**config.mk**
```make
export PLATFORM = sky130hd
export DESIGN_NAME = grant_chain_arbiter
export DESIGN_NICKNAME = d
export VERILOG_FILES = /design/src/rtl/arb_pkg.sv /design/src/rtl/arb_req_qual.sv /design/src/rtl/arb_selector.sv /design/src/rtl/arb_grant_ctl.sv /design/src/rtl/arb_clear_gen.sv /design/src/rtl/grant_chain_arbiter.sv
export SDC_FILE = /design/constraint.sdc
export NUM_CORES = 1
export LEC_CHECK = 0
export ABC_AREA = 1
export BUFFER_PORTS_ARGS = -buffer_cell sky130_fd_sc_hd__buf_4
export CORE_MARGIN = 8
export CORE_UTILIZATION = 30
export CTS_CLUSTER_SIZE = 12
export DETAILED_ROUTE_END_ITERATION = 8
export GPL_ROUTABILITY_DRIVEN = 0
export PLACE_DENSITY = 0.55
export SLEW_MARGIN = 5
export SYNTH_ARGS = -nofsm -noshare
export SYNTH_HDL_FRONTEND = slang
export SYNTH_SLANG_ARGS = --single-unit
```
**constraint.sdc**
```tcl
create_clock -name clk -period 2.4 [get_ports clk]
set_input_delay 0.24 -clock clk [delete_from_list [all_inputs] [get_ports clk]]
set_output_delay 0.24 -clock clk [all_outputs]
set_load 0.005 [all_outputs]
```
**src/rtl/arb_pkg.sv**
```systemverilog
package arb_pkg;

  localparam int ARB_LEVELS = 4;
  localparam int ARB_IDX_W  = $clog2(ARB_LEVELS);

  typedef enum logic [1:0] {
    ARB_FIXED  = 2'd0,
    ARB_ROUND  = 2'd1,
    ARB_SINGLE = 2'd2
  } arb_mode_e;

  typedef logic [ARB_LEVELS-1:0] lvl_vec_t;
  typedef logic [ARB_IDX_W-1:0]  lvl_idx_t;

  typedef struct packed {
    logic     hit;
    lvl_idx_t idx;
  } pick_t;

  // Highest-numbered set bit wins.
  function automatic pick_t pick_highest(lvl_vec_t req);
    pick_t r;
    r = '0;
    for (int i = 0; i < ARB_LEVELS; i++) begin
      if (req[i]) begin
        r.hit = 1'b1;
        r.idx = lvl_idx_t'(i);
      end
    end
    return r;
  endfunction

  // Downward scan from ptr-1, wrapping, with ptr itself tested last.
  // The loop walks from the farthest candidate to the nearest, so the
  // last hit written is the nearest one.
  function automatic pick_t pick_below(lvl_vec_t req, lvl_idx_t ptr);
    pick_t r;
    r = '0;
    for (int k = ARB_LEVELS; k >= 1; k--) begin
      int c;
      c = (int'(ptr) + ARB_LEVELS - k) % ARB_LEVELS;
      if (req[c]) begin
        r.hit = 1'b1;
        r.idx = lvl_idx_t'(c);
      end
    end
    return r;
  endfunction

  function automatic lvl_vec_t level_bit(lvl_idx_t idx);
    return lvl_vec_t'(1) << idx;
  endfunction

  function automatic logic any_above(lvl_vec_t req, lvl_idx_t idx);
    logic a;
    a = 1'b0;
    for (int i = 0; i < ARB_LEVELS; i++) begin
      if (req[i] && (i > int'(idx))) a = 1'b1;
    end
    return a;
  endfunction

endpackage

```
**src/rtl/arb_req_qual.sv**
```systemverilog
module arb_req_qual
  import arb_pkg::*;
#(
  parameter arb_mode_e MODE = ARB_FIXED
) (
  input  lvl_vec_t req_n,
  output lvl_vec_t req
);

  // Single-level mode listens only to the top level.
  localparam lvl_vec_t LEVEL_MASK =
    (MODE == ARB_SINGLE) ? level_bit(lvl_idx_t'(ARB_LEVELS-1)) : '1;

  for (genvar i = 0; i < ARB_LEVELS; i++) begin : g_lvl
    assign req[i] = ~req_n[i] & LEVEL_MASK[i];
  end

endmodule

```
**src/rtl/arb_selector.sv**
```systemverilog
module arb_selector
  import arb_pkg::*;
#(
  parameter arb_mode_e MODE = ARB_FIXED
) (
  input  lvl_vec_t req,
  input  lvl_idx_t ptr,
  output pick_t    pick
);

  always_comb begin
    unique case (MODE)
      ARB_ROUND: pick = pick_below(req, ptr);
      default:   pick = pick_highest(req);
    endcase
  end

endmodule

```
**src/rtl/arb_grant_ctl.sv**
```systemverilog
module arb_grant_ctl
  import arb_pkg::*;
#(
  parameter lvl_idx_t PTR_INIT = lvl_idx_t'(ARB_LEVELS-1)
) (
  input  logic     clk,
  input  logic     rst_n,
  input  logic     busy_n,
  input  lvl_vec_t req,
  input  pick_t    pick,
  output lvl_vec_t gnt,
  output lvl_idx_t owner,
  output logic     owner_vld,
  output lvl_idx_t ptr
);

  logic held;
  logic own_still_req;
  logic drop_ev;
  logic issue_ev;

  assign held          = |gnt;
  assign own_still_req = |(gnt & req);
  assign drop_ev       = held && (!busy_n || !own_still_req);
  assign issue_ev      = !held && busy_n && pick.hit;

  always_ff @(posedge clk or negedge rst_n) begin
    if (!rst_n) begin
      gnt       <= '0;
      owner     <= PTR_INIT;
      owner_vld <= 1'b0;
      ptr       <= PTR_INIT;
    end else if (drop_ev) begin
      gnt <= '0;
    end else if (issue_ev) begin
      gnt       <= level_bit(pick.idx);
      owner     <= pick.idx;
      owner_vld <= 1'b1;
      ptr       <= pick.idx;
    end
  end

endmodule

```
**src/rtl/arb_clear_gen.sv**
```systemverilog
module arb_clear_gen
  import arb_pkg::*;
#(
  parameter arb_mode_e MODE = ARB_FIXED
) (
  input  logic     clk,
  input  logic     rst_n,
  input  logic     busy_n,
  input  lvl_vec_t req,
  input  lvl_idx_t owner,
  input  logic     owner_vld,
  output logic     clear
);

  logic higher_waiting;

  assign higher_waiting = owner_vld && any_above(req, owner);

  always_ff @(posedge clk or negedge rst_n) begin
    if (!rst_n) begin
      clear <= 1'b0;
    end else if (MODE == ARB_FIXED) begin
      clear <= !busy_n && higher_waiting;
    end else begin
      clear <= 1'b0;
    end
  end

endmodule

```
**src/rtl/grant_chain_arbiter.sv**
```systemverilog
module grant_chain_arbiter
  import arb_pkg::*;
#(
  parameter arb_mode_e MODE = ARB_FIXED
) (
  input  logic                  clk,
  input  logic                  rst_n,
  input  logic [ARB_LEVELS-1:0] req_n,
  input  logic                  busy_n,
  output logic [ARB_LEVELS-1:0] grant_n,
  output logic                  clear_n
);

  lvl_vec_t req_q;
  pick_t    pick_w;
  lvl_vec_t gnt_w;
  lvl_idx_t owner_w;
  logic     owner_vld_w;
  lvl_idx_t ptr_w;
  logic     clear_w;

  arb_req_qual #(.MODE(MODE)) u_qual (
    .req_n (req_n),
    .req   (req_q)
  );

  arb_selector #(.MODE(MODE)) u_sel (
    .req  (req_q),
    .ptr  (ptr_w),
    .pick (pick_w)
  );

  arb_grant_ctl u_gctl (
    .clk       (clk),
    .rst_n     (rst_n),
    .busy_n    (busy_n),
    .req       (req_q),
    .pick      (pick_w),
    .gnt       (gnt_w),
    .owner     (owner_w),
    .owner_vld (owner_vld_w),
    .ptr       (ptr_w)
  );

  arb_clear_gen #(.MODE(MODE)) u_clr (
    .clk       (clk),
    .rst_n     (rst_n),
    .busy_n    (busy_n),
    .req       (req_q),
    .owner     (owner_w),
    .owner_vld (owner_vld_w),
    .clear     (clear_w)
  );

  assign grant_n = ~gnt_w;
  assign clear_n = ~clear_w;

endmodule

```
; ---- Yosys cells after proc, flatten, opt, wreduce, memory -nomap -nowiden
; Index checks and enable logic that the tools add are counted.
[op_classes]
shift = 1
reduce_logical = 16
bitwise_logic = 8
magnitude_cmp = 3
muxes = 9
[op_table]
columns = operator, count
row1 = $mux W3, 4
row2 = $logic_and A1 B1 Y1, 8
row3 = $mux W4, 2
row4 = $reduce_or A4 Y1, 2
row5 = $not A1 Y1, 6
row6 = $and A4 B4 Y4, 1
row7 = $gt A2 B2 Y1 const A, 2
row8 = $not A4 Y4, 1
row9 = $shl A1 B2 Y4 const A, 1
row10 = $logic_not A1 Y1, 3
row11 = $mux W1, 3
row12 = $gt A1 B2 Y1 const A, 1
row13 = $reduce_and A2 Y1, 1
row14 = $reduce_bool A2 Y1, 1
row15 = $logic_or A1 B1 Y1, 1
[totals]
register_bits = 8
elab_cells = 41
output_inout_bits = 5
in_bits = 7

; ---- Logic depth before layout (Yosys ltp)
[depth]
depth_word = 8
ltp_mapped = 7
ltp_nobuf = 7

; ---- Hierarchy
; Synthesis repeated with hierarchy kept, for this count alone.
[hier_totals]
hier_cells = 74
area_unflattened_um2 = 490.5
[modules_own_cells]
columns = module, area_each_um2, cells_each, n_inst, seq_area_each_um2
row1 = arb_grant_ctl, 361.6, 47, 1, 177.7
row2 = arb_clear_gen, 62.6, 10, 1, 25.0
row3 = arb_selector, 32.5, 8, 1, 0.0
row4 = grant_chain_arbiter, 18.8, 5, 1, 0.0
row5 = arb_req_qual, 15.0, 4, 1, 0.0

; ---- Worst setup path before layout
; OpenSTA, ideal clock, no wires.
[synth_path]
path_type = register -> register
startpoint = reg u_gctl.gnt[2]
endpoint = reg u_gctl.gnt[0]
n_path_buf = 0
synth_period_minus_slack_ns = 1.075
required_time_ns = 2.283
stages_incl_launch_ff = 7
path_slack_ns = 1.325
setup_time_ns = 0.117
t_arrival_ns = 0.958
path_cell_list = dfrtp_1 -> inv_1 -> nand4_4 -> nor2_8 -> nand2_4 -> nand3_1 -> nand2_1
[synth_between]
elab_chain_len = 6
elab_cells_between_ends = 11
cone_classes = 1 x mux / 1 x bitwise / 9 x reduce/logical
[synth_rtl]
columns = element, line_no
row1 = from (decl), arb_grant_ctl.sv:11  ; output lvl_vec_t gnt,
row2 = from (signal assigned), arb_grant_ctl.sv:36  ; gnt <= level_bit(pick.idx);
row3 = $and A4 B4 Y4, arb_grant_ctl.sv:23  ; assign own_still_req = |(gnt & req);
row4 = $reduce_or A4 Y1, arb_grant_ctl.sv:23
row5 = $logic_not A1 Y1, arb_grant_ctl.sv:24  ; assign drop_ev = held && (!busy_n || !own_still_req);
row6 = $logic_or A1 B1 Y1, arb_grant_ctl.sv:24
row7 = $logic_and A1 B1 Y1, arb_grant_ctl.sv:24
row8 = $mux W4 / $reduce_bool A2 Y1 (equally long branches), -
; Several ways; a longest one is shown, not always the timed one.
; A chain may end at the register's enable or synchronous reset.

; ---- Worst setup path in the final report
[layout_path]
startpoint = reg u_gctl.gnt[3]
endpoint = reg u_gctl.gnt[3]
; The elaborated chain is that of the path after synthesis.

==> results_tabular.tex <==
\begin{tabular}{lr}
\hline
Metric & Value \\
\hline
\multicolumn{2}{l}{\textbf{Floorplan}} \\
\quad Area of the placeable core & $\sim$1500 µm² \\
\quad IO Pins & 12 \\
\quad Die width & between 50 and 60 µm \\
\quad Initial Util & between 30\% and 40\% \\
\quad Die Area & about 3000 µm² \\
\quad DIE HEIGHT & between 50 and 60 µm \\
\quad Count of standard-cell rows & 14 \\
\multicolumn{2}{l}{\textbf{Power}} \\
\quad Switching power summed over all nets & $\sim$0.22 mW \\
\quad Fraction of power spent switching nets & between 30\% and 40\% \\
\quad Clock network power share & a little under a fifth \\
\quad Combinational group share of total power & between 40 and 50\% \\
\quad PnR Total Power & slightly below 0.6 mW \\
\quad Power density of the placed cells & between 900 and 1000 nW/µm² \\
\quad P\_leak & between 0.3 and 0.4 nW \\
\quad Maximum vdd drop & around 0.38 mV \\
\quad Share of power burned in registers & 37.7\% \\
\quad Internal power & between 0.3 and 0.4 mW \\
\multicolumn{2}{l}{\textbf{Critical path}} \\
\quad Reg2reg path depth & 6 \\
\quad Worst reg2reg path endpoint & u\_gctl.gnt[3] \\
\quad Endpoint class of the critical path & register \\
\quad Max Fanout on Critical Path & 9 \\
\quad Required time at the worst-slack endpoint & 2.54 ns \\
\quad Critical Setup Path Class & reg -> reg \\
\quad Master of the slowest instance on the critical path & sky130\_fd\_sc\_hd\_\_dfrtp\_1 \\
\quad Sequence of cells on the critical path & inv\_1, nand4\_4, nor2\_8, nand2\_4, nand3\_1, nand2\_1 \\
\quad Signal arrival time at the worst endpoint & roughly 1.3 ns \\
\quad Maximum single-stage delay on the critical path & slightly below 0.4 ns \\
\quad Reg2reg setup slack & 1.26 ns \\
\quad Startpoint of the worst-slack reg-to-reg timing path & u\_gctl.gnt[3] \\
\quad CP startpoint kind & register \\
\multicolumn{2}{l}{\textbf{Clock network}} \\
\quad Post-CTS clock slew at the launch and capture registers of the worst setup and hold paths & 0.06 ns \\
\quad Htree depth & 1 \\
\quad Maximum count of clock buffers along a single path & 2 \\
\quad CTS tree & done \\
\quad Post CTS Setup Buffer Count & 0 \\
\quad Master cell of the clock root buffer & sky130\_fd\_sc\_hd\_\_clkbuf\_4 \\
\quad Clock latency at the later pin of the worst-skew pair & around 0.26 ns \\
\quad Number of buffers created by CTS & 3 \\
\quad Clock sink count & 8 \\
\multicolumn{2}{l}{\textbf{GRT}} \\
\quad Global-route total usage across every layer & 7.826\% \\
\quad Number of global-route vias before repair & between 400 and 500 \\
\quad Initial antenna violation count & 0 \\
\quad Largest net degree at the start of global routing & 10 \\
\quad Total overflow reported by the global router & 0 \\
\quad Wire length of the first global-routing pass & approximately 1700 µm \\
\multicolumn{2}{l}{\textbf{Synthesis}} \\
\quad Warnings, synthesis & 0 \\
\quad Synthesized cell area & around 450 µm² \\
\quad Post-Synthesis Mean Instance Area & just over 8 µm² \\
\quad Part of the Yosys area used for sequential elements & 44.88\% \\
\quad Synthesized instance count & 55 \\
\quad Count of unique library cells instantiated by Yosys & 16 \\
\quad Synthesized net count & 62 \\
\quad FF+latch count, synth & 8 \\
\multicolumn{2}{l}{\textbf{Job}} \\
\quad Maxcap violations & 0 \\
\multicolumn{2}{l}{\textbf{Route}} \\
\quad Via count & a little under 400 \\
\quad Count of antenna-violating nets left after detailed routing & 0 \\
\quad Via-to-Cell Ratio & 4.605 \\
\quad Drt pass-1 iters & 2 \\
\quad Overall routed net length & about 960 µm \\
\quad Remaining DRCs & 0 \\
\quad DRC marker count from the first detailed-route iteration & 8 \\
\quad Routed wire per std cell & about 11 µm \\
\multicolumn{2}{l}{\textbf{Finish}} \\
\quad Fraction of layout instances using a drive strength above 1 & 30.00\% \\
\quad Antenna diodes & 0 \\
\quad Layout area overhead & 29.92\% \\
\quad Post-layout utilization of the core & about two fifths \\
\quad Filler cell count in the final layout & $\sim$150 \\
\quad Number of nets at the end of the flow & 79 \\
\quad Final design area excluding fillers & approximately 600 µm² \\
\multicolumn{2}{l}{\textbf{Hold path}} \\
\quad Worst min path class & in -> reg \\
\quad Source of the worst hold timing path & req\_n[0] \\
\quad End point of the most critical hold path & u\_gctl.gnt[0] \\
\quad Hold path cells & 4 \\
\multicolumn{2}{l}{\textbf{STA}} \\
\quad Max Clk Rate & around 880 MHz \\
\quad Worst slew pin tran & between 0.15 and 0.2 ns \\
\quad Clock period minus final worst setup slack & around 1.1 ns \\
\quad Final worst clock skew & around 0.0056 ns \\
\quad Total count of max-transition violations in the final report & 0 \\
\quad Headroom to the max-slew limit & approximately 87\% \\
\quad Fin. Hold Viols & 0 \\
\quad Total negative setup slack & 0 ns \\
\quad Number of failing setup endpoints in the final timing report & 0 \\
\quad Unrepaired setup endpoints after global routing & no \\
\quad Final worst path period share & between 40\% and 50\% \\
\multicolumn{2}{l}{\textbf{Run status}} \\
\quad Status & complete, no violations \\
\multicolumn{2}{l}{\textbf{Placement}} \\
\quad Count of buffers inserted at the top-level ports & 11 \\
\quad Half-perimeter wire length after detailed placement & 795.4 µm \\
\quad Post-placement cell area & about 550 µm² \\
\hline
\end{tabular}
## layout by cell type, fill, tap and decap left out
cell type	netlist	routed
sky130_fd_sc_hd__dfrtp_1	6	6
sky130_fd_sc_hd__nand3_1	6	6
sky130_fd_sc_hd__buf_4	0	11
sky130_fd_sc_hd__o2111a_1	1	1
sky130_fd_sc_hd__dlygate4sd3_1	0	1
sky130_fd_sc_hd__nand2_1	15	15
sky130_fd_sc_hd__nor2_2	1	1
sky130_fd_sc_hd__dfstp_2	2	2
sky130_fd_sc_hd__inv_1	12	12
sky130_fd_sc_hd__nor2_8	1	1
sky130_fd_sc_hd__nand4_1	2	2
sky130_fd_sc_hd__o21ai_0	2	2
sky130_fd_sc_hd__nand2_4	1	1
sky130_fd_sc_hd__nor2_1	1	1
sky130_fd_sc_hd__a21oi_1	1	1
sky130_fd_sc_hd__nand4_4	1	1
sky130_fd_sc_hd__o21ai_1	2	2
sky130_fd_sc_hd__nand2_2	1	1
sky130_fd_sc_hd__clkbuf_4	0	3
## power by group through the flow
stage	registers, mW	logic [mW]	clock network [mW]
final	0.217	0.254	0.105
after detailed placement	0.221	0.258	0
after CTS	0.218	0.261	0.110
after global routing	0.224	0.289	0.115
after global placement	0.220	0.258	0
after floorplan	0.211	0.183	0
## worst max-delay path by stage
stage / from / end / slack [ns] / cells past startpoint
after floorplan: u_gctl.gnt[2] / u_gctl.gnt[0] / 1.32 / 6
after global placement: u_gctl.gnt[2] / u_gctl.gnt[2] / 1.26 / 6
after detailed placement: u_gctl.gnt[3] / u_gctl.gnt[3] / 1.25 / 6
after CTS: u_gctl.gnt[2] / u_gctl.gnt[3] / 1.24 / 6
after global routing: u_gctl.gnt[2] / u_gctl.gnt[1] / 1.15 / 6
final: u_gctl.gnt[3] / u_gctl.gnt[3] / 1.26 / 6
## repair_timing
action,in CTS,in global routing
endpoints found under the setup margin,0,0
endpoints found under the hold margin,8,0
hold buffers,1,0
gates resized for setup,0,0
## synthesized netlist by cell type
| cell type | number | area share, % |
|---|---|---|
| sky130_fd_sc_hd__inv_1 | 12 | 10 |
| sky130_fd_sc_hd__nor2_1 | 1 | 0.83 |
| sky130_fd_sc_hd__a21oi_1 | 1 | 1.1 |
| sky130_fd_sc_hd__nand2_4 | 1 | 2.5 |
| sky130_fd_sc_hd__nand4_1 | 2 | 2.8 |
| sky130_fd_sc_hd__dfrtp_1 | 6 | 33 |
| sky130_fd_sc_hd__dfstp_2 | 2 | 12 |
| sky130_fd_sc_hd__o21ai_0 | 2 | 2.2 |
| sky130_fd_sc_hd__nor2_2 | 1 | 1.4 |
| sky130_fd_sc_hd__nand3_1 | 6 | 6.6 |
| sky130_fd_sc_hd__o2111a_1 | 1 | 2.5 |
| sky130_fd_sc_hd__nand4_4 | 1 | 4.7 |
| sky130_fd_sc_hd__nand2_1 | 15 | 12 |
| sky130_fd_sc_hd__nor2_8 | 1 | 4.4 |
| sky130_fd_sc_hd__o21ai_1 | 2 | 2.2 |
| sky130_fd_sc_hd__nand2_2 | 1 | 1.4 |
## area by class of cell
| type | count | area [µm²] | share of cell area (%) |
|---|---|---|---|
| clock buffers | 3 | 22.52 | 3.838 |
| flip-flops and latches | 8 | 202.7 | 34.54 |
| repair buffers | 12 | 92.59 | 15.78 |
| well taps | 16 | 20.02 | 3.412 |
| multi-input cells | 35 | 203.9 | 34.75 |
| inverters | 12 | 45.04 | 7.676 |
## metal layers
layer	vias to the layer above	GRT usage, %	wire length (µm)
met5	-	0	0
met4	0	4.918	19
met3	4	2.717	80
met2	12	12.45	442
met1	174	8.696	422
li1	206	-	-
## critical path: cells and delay by family (launching register included)
family | cells | cell delay (ns)
AND/OR/NAND/NOR | 5 | 0.51
flip-flops | 1 | 0.39
buffers and inverters | 1 | 0.12
## state kept, by name (all words and copies together) (netlist names)
signal / cells
u_gctl.owner_vld: 1
u_gctl.gnt: 4
u_gctl.owner: 2
u_clr.clear: 1
## per-stage QoR
stage	setup slack [ns]	hold slack, ns	cells
detailed placement	1.248	0.06700	82
CTS	1.239	0.2650	86
finish	1.259	0.2653	86
global placement	1.265	0.06821	82
global route	1.151	0.2997	86
floorplan	1.325	-0.05559	55
## cells by family after synthesis
| kind of cell | count (synthesis) | synth area share, % |
|---|---|---|
| and+or+nand+nor | 29 | 37.12 |
| buffers and inverters | 12 | 9.972 |
| DFF | 8 | 44.87 |
| AOI/OAI and AO/OA | 6 | 8.032 |
(Power assumes the default switching activity.)
